File: src/rtl/supv_pkg.sv
package supv_pkg;

    typedef struct packed {
        logic latch;
        logic fault;
        logic pg;
    } supv_state_t;

    localparam supv_state_t SUPV_RESET = '{latch: 1'b0, fault: 1'b1, pg: 1'b0};

endpackage

File: src/rtl/supv_sync.sv
module supv_sync #(
    parameter int               W       = 1,
    parameter logic [W-1:0]     RST_VAL = '0
) (
    input  logic         clk,
    input  logic         rst_n,
    input  logic [W-1:0] d_in,
    output logic [W-1:0] d_out
);
    logic [W-1:0] s1_q, s2_q;

    always_ff @(posedge clk or negedge rst_n) begin
        if (!rst_n) begin
            s1_q <= RST_VAL;
            s2_q <= RST_VAL;
        end else begin
            s1_q <= d_in;
            s2_q <= s1_q;
        end
    end

    assign d_out = s2_q;
endmodule

File: src/rtl/supv_hold_timer.sv
module supv_hold_timer #(
    parameter int LIMIT = 4
) (
    input  logic clk,
    input  logic rst_n,
    input  logic clr,
    output logic done
);
    localparam int CW = $clog2(LIMIT + 1);
    localparam logic [CW-1:0] LIM = CW'(LIMIT);

    logic [CW-1:0] cnt_d, cnt_q;

    always_comb begin
        if (clr)              cnt_d = '0;
        else if (cnt_q == LIM) cnt_d = cnt_q;
        else                  cnt_d = cnt_q + CW'(1);
    end

    always_ff @(posedge clk or negedge rst_n) begin
        if (!rst_n) cnt_q <= '0;
        else        cnt_q <= cnt_d;
    end

    assign done = (cnt_q == LIM);

    // the saturating count never passes its limit
    a_r2_no_overflow: assert property (@(posedge clk) disable iff (!rst_n)
        cnt_q <= LIM);
endmodule

File: src/rtl/supv_debounce.sv
module supv_debounce #(
    parameter int LIMIT = 5
) (
    input  logic clk,
    input  logic rst_n,
    input  logic in,
    output logic out
);
    localparam int CW = $clog2(LIMIT + 1);
    localparam logic [CW-1:0] LAST = CW'(LIMIT - 1);

    logic [CW-1:0] cnt_d, cnt_q;
    logic          out_d, out_q;

    always_comb begin
        out_d = out_q;
        cnt_d = '0;
        if (in != out_q) begin
            if (cnt_q == LAST) out_d = in;
            else               cnt_d = cnt_q + CW'(1);
        end
    end

    always_ff @(posedge clk or negedge rst_n) begin
        if (!rst_n) begin
            cnt_q <= '0;
            out_q <= 1'b0;
        end else begin
            cnt_q <= cnt_d;
            out_q <= out_d;
        end
    end

    assign out = out_q;

    // the debounced state only moves after a full run of differing samples
    a_r5_debounce_run: assert property (@(posedge clk) disable iff (!rst_n)
        !$stable(out_q) |-> ($past(cnt_q) == LAST && $past(in) == out_q));
endmodule

File: src/rtl/supply_supervisor.sv
module supply_supervisor #(
    parameter int NRAIL     = 3,
    parameter int OV_DELAY  = 5_000_000,
    parameter int UV_BLANK  = 15_000_000,
    parameter int REM_DELAY = 2_250_000,
    parameter int PG_DELAY  = 15_000_000
) (
    input  logic             clk,
    input  logic             rst_n,
    input  logic [NRAIL-1:0] ov_flag,
    input  logic [NRAIL-1:0] uv_flag,
    input  logic             adj_ok,
    input  logic             pg_in,
    input  logic             remote_off,
    output logic             fault,
    output logic             pg_out
);
    import supv_pkg::*;

    localparam int SW = 2 * NRAIL + 3;
    localparam logic [SW-1:0] SYNC_RST = {1'b0, 1'b0, 1'b1, {(2*NRAIL){1'b0}}};

    logic [SW-1:0]    raw_in, syn;
    logic [NRAIL-1:0] ov_s, uv_s;
    logic             adj_s, pgi_s, rem_s, rem_db;
    logic             ov_cond, ov_done, blank_done, pg_qual, pg_done;
    logic             ov_trip, uv_trip;
    supv_state_t      st_d, st_q;

    assign raw_in = {remote_off, pg_in, adj_ok, uv_flag, ov_flag};

    supv_sync #(.W(SW), .RST_VAL(SYNC_RST)) i_sync (
        .clk(clk), .rst_n(rst_n), .d_in(raw_in), .d_out(syn)
    );

    assign ov_s  = syn[NRAIL-1:0];
    assign uv_s  = syn[2*NRAIL-1:NRAIL];
    assign adj_s = syn[2*NRAIL];
    assign pgi_s = syn[2*NRAIL+1];
    assign rem_s = syn[2*NRAIL+2];

    supv_debounce #(.LIMIT(REM_DELAY)) i_rem_db (
        .clk(clk), .rst_n(rst_n), .in(rem_s), .out(rem_db)
    );

    // spike filter on the over-voltage / auxiliary path
    assign ov_cond = (|ov_s) | ~adj_s;

    supv_hold_timer #(.LIMIT(OV_DELAY)) i_ov_filt (
        .clk(clk), .rst_n(rst_n), .clr(~ov_cond), .done(ov_done)
    );

    // under-voltage blanking window, held at zero while remote is off
    supv_hold_timer #(.LIMIT(UV_BLANK)) i_uv_blank (
        .clk(clk), .rst_n(rst_n), .clr(rem_db), .done(blank_done)
    );

    assign ov_trip = ov_cond & ov_done;
    assign uv_trip = (|uv_s) & blank_done;

    supv_hold_timer #(.LIMIT(PG_DELAY)) i_pg_delay (
        .clk(clk), .rst_n(rst_n), .clr(~pg_qual), .done(pg_done)
    );

    always_comb begin
        st_d = st_q;
        st_d.latch = rem_db ? 1'b0 : (st_q.latch | ov_trip | uv_trip);
        pg_qual = ~rem_s & ~rem_db & pgi_s & adj_s & ~(|ov_s) & ~(|uv_s)
                  & ~st_d.latch;
        st_d.fault = st_d.latch | rem_s;
        st_d.pg    = pg_qual & pg_done;
    end

    always_ff @(posedge clk or negedge rst_n) begin
        if (!rst_n) st_q <= SUPV_RESET;
        else        st_q <= st_d;
    end

    assign fault  = st_q.fault;
    assign pg_out = st_q.pg;

    // a synchronized remote-off request forces the outputs
    a_r4_remote_forces: assert property (@(posedge clk) disable iff (!rst_n)
        rem_s |=> (st_q.fault && !st_q.pg));

    // only the debounced remote request releases the latch
    a_r5_latch_holds: assert property (@(posedge clk) disable iff (!rst_n)
        (st_q.latch && !rem_db) |=> st_q.latch);

    // power good and fault are never asserted together
    a_r6_pg_excludes_fault: assert property (@(posedge clk) disable iff (!rst_n)
        st_q.pg |-> !st_q.fault);

    // a set latch always shows on the fault output
    a_r1_latch_visible: assert property (@(posedge clk) disable iff (!rst_n)
        st_q.latch |-> st_q.fault);
endmodule

File: config.mk
export PLATFORM = sky130hd
export DESIGN_NAME = supply_supervisor
export DESIGN_NICKNAME = d
export VERILOG_FILES = /design/src/rtl/supv_pkg.sv /design/src/rtl/supv_sync.sv /design/src/rtl/supv_hold_timer.sv /design/src/rtl/supv_debounce.sv /design/src/rtl/supply_supervisor.sv
export SDC_FILE = /design/constraint.sdc
export NUM_CORES = 1
export LEC_CHECK = 0
export ABC_AREA = 1
export BUFFER_PORTS_ARGS = -buffer_cell sky130_fd_sc_hd__buf_2
export CAP_MARGIN = 15
export CORE_MARGIN = 5
export CORE_UTILIZATION = 63
export CTS_BUF_LIST = sky130_fd_sc_hd__clkbuf_16
export DETAILED_ROUTE_END_ITERATION = 12
export MAX_ROUTING_LAYER = met4
export PLACE_DENSITY = 0.86
export SLEW_MARGIN = 20
export SYNTH_ARGS = -nofsm -noshare
export SYNTH_HDL_FRONTEND = slang
export SYNTH_HIERARCHICAL = 1
export SYNTH_SLANG_ARGS = --single-unit
File: constraint.sdc
create_clock -name clk -period 2.3 [get_ports clk]
set_clock_uncertainty 0.1 [all_clocks]
set_input_delay 0.23 -clock clk [delete_from_list [all_inputs] [get_ports clk]]
set_output_delay 0.23 -clock clk [all_outputs]
set_load 0.03 [all_outputs]
After elaboration in Yosys (flattened, before gate mapping)
Index checks and enable logic that the tools add are counted.
- word-level logic and storage cells: 53
- input port bits: 11
- output and inout port bits: 2
- bits in registers: 115
- multiplexer cells: 9
- bitwise logic cells: 19
- equality and inequality tests: 8
- add/sub/neg operators: 4
- reduce and logical (&&, ||, !) cells: 3
- operators by type and width (operator ; number):
    $mux 24 ; 4
    $add 24x1->24 const B ; 2
    $eq 24x24->1 const B ; 2
    $mux 23 ; 2
    $mux 22 ; 2
    $add 23x1->23 const B ; 1
    $eq 23x23->1 const B ; 1
    $add 22x1->22 const B ; 1
    $eq 22x22->1 const B ; 1
    $and 1x1->1 ; 9
    $not 1->1 ; 6
    $reduce_or 3->1 ; 2
    $ne 2x2->1 const B ; 2
    $or 1x1->1 ; 4
    $ne 2x1->1 const B ; 1
    $reduce_and 2->1 ; 1
    $mux 1 ; 1
    $ne 1x1->1 ; 1

Depth between registers and ports, before layout
- word-level depth: 9
- gate-level depth with buffers: 13
- mapped depth without buffers: 12

Modules after synthesis
The synthesis kept the hierarchy.
- modules (own cells, without submodules) (module ; seq. area each (sq um) ; cells an instance ; area an instance (sq um) ; times used):
    supv_hold_timer at i_pg_delay ... ; 600.6 ; 223 ; 1541.5 ; 2
    supv_hold_timer at i_ov_filt ; 575.6 ; 214 ; 1477.7 ; 1
    supv_debounce ; 575.6 ; 177 ; 1355.0 ; 1
    supv_sync ; 452.9 ; 18 ; 452.9 ; 1
    supply_supervisor ; 76.3 ; 33 ; 202.7 ; 1

Worst setup path before layout
OpenSTA, ideal clock, no wires.
- path type: register -> register
- start point: reg i_uv_blank.cnt_q[0]
- end point: reg i_pg_delay.cnt_q[0]
- arrival: 1.799 ns
- cell stages (with the launch flop): 12
- period minus slack after synthesis: 2.018 ns
- setup time: 0.118 ns
- data required time: 2.082 ns
- slack: 0.282 ns
- cells stage by stage: dfrtp_1 > inv_1 > ha_1 > nand3_1 > nor4_1 > nand2_1 > nand3_1 > or2_1 > inv_1 > clkbuf_1 > nand4_1 > nand2_1
- longest elaborated chain between the ends: 7
- RTL lines (what ; line ; text):
    start, declared ; supv_hold_timer.sv:12 ; logic [CW-1:0] cnt_d, cnt_q;
    start signal, assigned ; supv_hold_timer.sv:22 ; else cnt_q <= cnt_d;
    $eq 24x24->1 * ; supv_hold_timer.sv:25 ; assign done = (cnt_q == LIM);
    net blank_done ; supply_supervisor.sv:26 ; logic ov_cond, ov_done, blank_done, pg_qual, pg_done;
    $and 1x1->1 * ; supply_supervisor.sv:59 ; assign uv_trip = (|uv_s) & blank_done;
    $or 1x1->1 * ; supply_supervisor.sv:67 ; st_d.latch = rem_db ? 1'b0 : (st_q.latch | ov_trip | uv_trip);
    $mux 1 * ; supply_supervisor.sv:67 ;
    $not 1->1 * ; supply_supervisor.sv:69 ; & ~st_d.latch;
    $and 1x1->1 * ; supply_supervisor.sv:69 ;
    $ne 2x2->1 (no source line) / $mux 24 (equally long branches) ; n/a ;
    end signal, assigned ; supv_hold_timer.sv:22 ;
    end, declared ; supv_hold_timer.sv:12 ;
The timed path passes the listed nets; every way through them passes the cells marked *.
A chain may end at the register's enable or synchronous reset.

Worst setup path in the final report
- start point: reg i_ov_filt.cnt_q[0]
- end point: reg i_pg_delay.cnt_q[5]
- longest elaborated chain between the ends: 8
- RTL lines (what ; line ; text):
    start, declared ; supv_hold_timer.sv:12 ;
    start signal, assigned ; supv_hold_timer.sv:22 ;
    $eq 23x23->1 * ; supv_hold_timer.sv:25 ;
    net ov_done ; supply_supervisor.sv:26 ;
    $and 1x1->1 * ; supply_supervisor.sv:58 ; assign ov_trip = ov_cond & ov_done;
    $or 1x1->1 * (2 in series) ; supply_supervisor.sv:67 ;
    $mux 1 * ; supply_supervisor.sv:67 ;
    $not 1->1 * ; supply_supervisor.sv:69 ;
    $and 1x1->1 * ; supply_supervisor.sv:69 ;
    $ne 2x2->1 (no source line) / $mux 24 (equally long branches) ; n/a ;
Marks and branches as above.

==> impl_summary.log <==
[metrics] max-slew violations: 0
[metrics] cell at the slowest stage of the critical path: dfrtp_1
[metrics] area of the die: ~0.013 mm2
[metrics] arrival time of data at the critical path endpoint: about 2.3 ns
[metrics] overall die height: 112.1 um
[metrics] Clk Tree Root Cell: clkbuf_16
[metrics] post-DP HPWL: 10040 um
[metrics] source-to-sink clock delay at the later pin of the worst-skew pair: 0.41 ns
[metrics] Buf/Inv on CP: 3
[metrics] classification of the worst-slack hold path: in -> async
[metrics] status: completed
[metrics] sum of negative setup slack: 0 ns
[metrics] startpoint kind of the worst setup timing path: flip-flop
[metrics] IR Drop Worst-Case VDD: around 0.9 mV
[metrics] synthesized cell area: 0.006571 mm2
[metrics] Sinks on Clock Net: approximately 120
[metrics] total gr overflow: 0
[metrics] DR iter-0 viols: between 400 and 500
[metrics] number of different library cells in the post-synthesis netlist: 34
[metrics] shortest period the worst path allows: 2.114 ns
[metrics] register clock-pin slew on the reported worst setup and hold paths: around 0.060 ns
[metrics] antenna violation net count after detailed routing: 0
[metrics] IO Port Bufs: 12
[metrics] wire length of the first global-routing pass: roughly 26000 um
[metrics] Post-Synthesis Mean Instance Area: 7.400 um2
[metrics] Worst path max stage delay: just over 0.4 ns
[metrics] class of the most critical setup path: reg -> reg
[metrics] Synth warnings: 6
[metrics] effective utilization at floorplan: between 60 and 70%
[metrics] achievable frequency: about 0.47 GHz
[metrics] number of failing setup endpoints in the final timing report: 0
[metrics] # H-tree levels: 4
[metrics] CP required: 2.49 ns
[metrics] RSZ-0062 raised after global routing: false
[metrics] kind of capture point of the worst setup path: flip-flop
[metrics] chain of cells forming the critical path: inv_1 -> ha_1 -> nand2_1 -> nor4_1 -> nand3_1 -> inv_1 -> nand2_1 -> nand3_1 -> or2_4 -> buf_4 -> a21oi_1 -> o21a_1
[metrics] top-level I/O count: 13
[metrics] floorplan die width: between 100 and 150 um
[metrics] Diodes inserted: 0
[metrics] Final Power: between 5000 and 6000 uW
[metrics] post-CTS repair timing setup buffer count: 0
[metrics] clock tree from TritonCTS: done
[metrics] Core Box Area: 0.01023 mm2
[metrics] via/cell ratio: 5.325
[metrics] std cell rows: 37
[metrics] first-pass detailed-route iteration total: 5
[metrics] Placer Congestion: between 0.9 and 1
[metrics] initial antenna violation count: 0
[metrics] Total Wirelength: about 14000 um
[metrics] combined global-route utilization of all metal layers: 25.75%
[metrics] largest net degree at the start of global routing: 36
[metrics] leak pwr: ~0.0033 uW
[metrics] number of violations of the max-capacitance limit: 0
[metrics] final hold violations: 0
[metrics] share of cells above drive strength 1: ~14%
[metrics] final period utilization: between 90% and 100%
[metrics] slew at the pin closest to its max-slew limit: 0.4836 ns
[metrics] via count of the first global-routing pass: 5839
[metrics] number of filler cells placed in the layout: a little under 800
[metrics] pwr/cell area: approximately 670 mW/mm2
[metrics] largest driver fanout on the critical path: 12
[metrics] synth-to-layout area growth: 14.53%
[metrics] Post-Synthesis Net Count: ~910
[metrics] synthesized flop and latch total: between 100 and 150
[metrics] DRC: 0
[metrics] deepest clock path buffer count: 2
[metrics] share of synthesized area occupied by flip-flops and latches: between 40 and 50%
[metrics] layout net count: 950
[metrics] CTS Buf Count: 17
[metrics] gate count of the mapped netlist: between 800 and 900
[metrics] max_slew headroom: 67.73%
[metrics] Routed wire per std cell: 13.30 um
[metrics] gate family responsible for the most delay along the worst path: simple AND/OR/NAND/NOR gates
[metrics] total via count after detailed routing: ~5800
[layout by cell type (no fill, tap or decap), types with 2 or more instances in the layout]
master / instances
nor3b_2: 2
nor2_2: 24
dlygate4sd3_1: 10
ha_1: 8
nand2_2: 23
o21ai_0: 17
buf_4: 8
inv_6: 4
nor2_4: 14
inv_1: 97
o21a_1: 4
nand4_1: 20
clkinv_2: 2
dfstp_2: 3
bufinv_16: 2
xor2_1: 17
nor3_1: 8
nand3_1: 53
nor4_1: 3
buf_2: 11
a21oi_1: 24
nor2_1: 188
o21bai_2: 2
clkbuf_16: 17
and2_1: 2
dfrtp_1: 112
nand2_1: 230
o21ai_1: 2
xnor2_1: 13
nand3_2: 3
inv_2: 4
clkinvlp_4: 7
nor3_4: 2
[final cells by class]
class | count | area, um2 | share of cell area (%)
well taps | 136 | 170.2 | 2.261
repair buffers | 30 | 235.2 | 3.126
clock inverters | 15 | 155.1 | 2.062
flip-flops and latches | 115 | 2882 | 38.29
multi-input cells | 664 | 3264 | 43.37
clock buffers | 17 | 425.4 | 5.653
repair inverters | 1 | 7.507 | 0.09975
inverters | 102 | 386.6 | 5.137
[cells by family (layout without fill, tap and decap cells)]
group,after synthesis,after routing,share of synthesized area (%)
AOI/OAI and AO/OA,50,50,4.170
adders and majority gates,8,8,1.523
DFF,115,115,43.85
xor gates and xnor gates,30,30,3.998
buffers and inverters,109,165,6.511
and+or+nand+nor,576,576,39.95
[worst reg2reg max path: cells and delay by family, from the launching register on]
kind / cells / cell delay [ns]
adders and majority gates: 1 / 0.20
AOI/OAI and AO/OA: 2 / 0.17
DFF: 1 / 0.41
buffers and inverters: 3 / 0.38
and+or+nand+nor: 6 / 0.75
[final timing paths]
kind	from	to	slack (ns)	depth (start not counted)
max	i_ov_filt/cnt_q[0]	i_pg_delay/cnt_q[5]	0.19	12
min	rst_n	i_rem_db/cnt_q[0]	0.21	2
max reg2reg	i_ov_filt/cnt_q[0]	i_pg_delay/cnt_q[5]	0.19	12
min reg2reg	i_sync/s1_q[1]	i_sync/d_out[1]	0.25	0
max in group asynchronous	rst_n	i_uv_blank/cnt_q[18]	1.30	3
min in group clk	i_sync/s1_q[1]	i_sync/d_out[1]	0.25	0
[state kept, by name, indices dropped and copies added, names as in the netlist]
signal and count:
i_pg_delay/cnt_q 24, i_uv_blank/cnt_q 24, i_ov_filt/cnt_q 23, i_rem_db/cnt_q 22
i_sync/d_out 9, i_sync/s1_q 9, fault 1, i_rem_db/out 1
pg_out 1, st_q 1
[cells in the mapped netlist]
cell type	number	area [um2]
buf_2	1	5.000
o21ai_0	17	85.08
nor4_1	3	18.77
ha_1	8	100.1
nor3_4	2	32.53
dlymetal6s2s_1	2	25.02
nand3_2	3	30.03
nor2_1	188	705.7
xnor2_1	13	113.9
nor2_2	24	150.1
clkbuf_1	3	11.26
and2_1	2	12.51
inv_2	4	15.01
nor3b_2	2	25.02
nand3_4	1	17.52
o21a_1	4	30.03
nand2_4	1	11.26
a21oi_1	24	120.1
inv_1	98	367.9
nand4_1	20	125.1
nor3_1	8	40.04
nand3_1	53	265.3
o21ai_1	2	10.01
nor2_4	14	157.7
nor2_8	1	20.02
nand2_2	23	143.9
or2_1	1	6.260
o21bai_2	2	22.52
dfrtp_1	112	2803
xor2_1	17	148.9
nand2_1	230	863.3
dfstp_2	3	78.83
buf_1	1	3.750
a31oi_1	1	6.260
[timing repair]
| action | 4_1_cts | 5_1_grt |
|---|---|---|
| endpoints found under the setup margin | 0 | 6 |
| hold endpoints to repair | 40 | 0 |
| hold buffers | 10 | 0 |
| resized for setup | 0 | 3 |
[power breakdown]
group / internal [uW] / switching, uW
Sequential: 2100 / 83.2
Clock: 1600 / 960
Combinational: 110 / 214
[metrics by stage]
| stage | instances | setup WS (ns) | util (%) | instance area, um2 | hold slack, ns |
|---|---|---|---|---|---|
| CTS | 1079 | 0.1614 | 73.43 | 7512 | 0.2159 |
| detailed placement | 1037 | 0.1969 | 66.77 | 6832 | 0.1021 |
| floorplan | 888 | 0.2824 | - | 6571 | -0.1656 |
| global route | 1080 | 0.02247 | 73.56 | 7526 | 0.2394 |
| global placement | 1037 | 0.3113 | 66.77 | 6832 | 0.09687 |
| finish | 1080 | 0.1861 | 73.56 | 7526 | 0.2099 |
[metal layers]
layer / vias to the layer above / track usage (%) / share of wire (%)
li1: 2849 / - / -
met1: 2680 / 30.84 / 43
met2: 189 / 41.56 / 50
met3: 33 / 6.631 / 4.9
met4: 0 / 10.74 / 2.3
met5: - / - / 0
(Power assumes the default switching activity.)
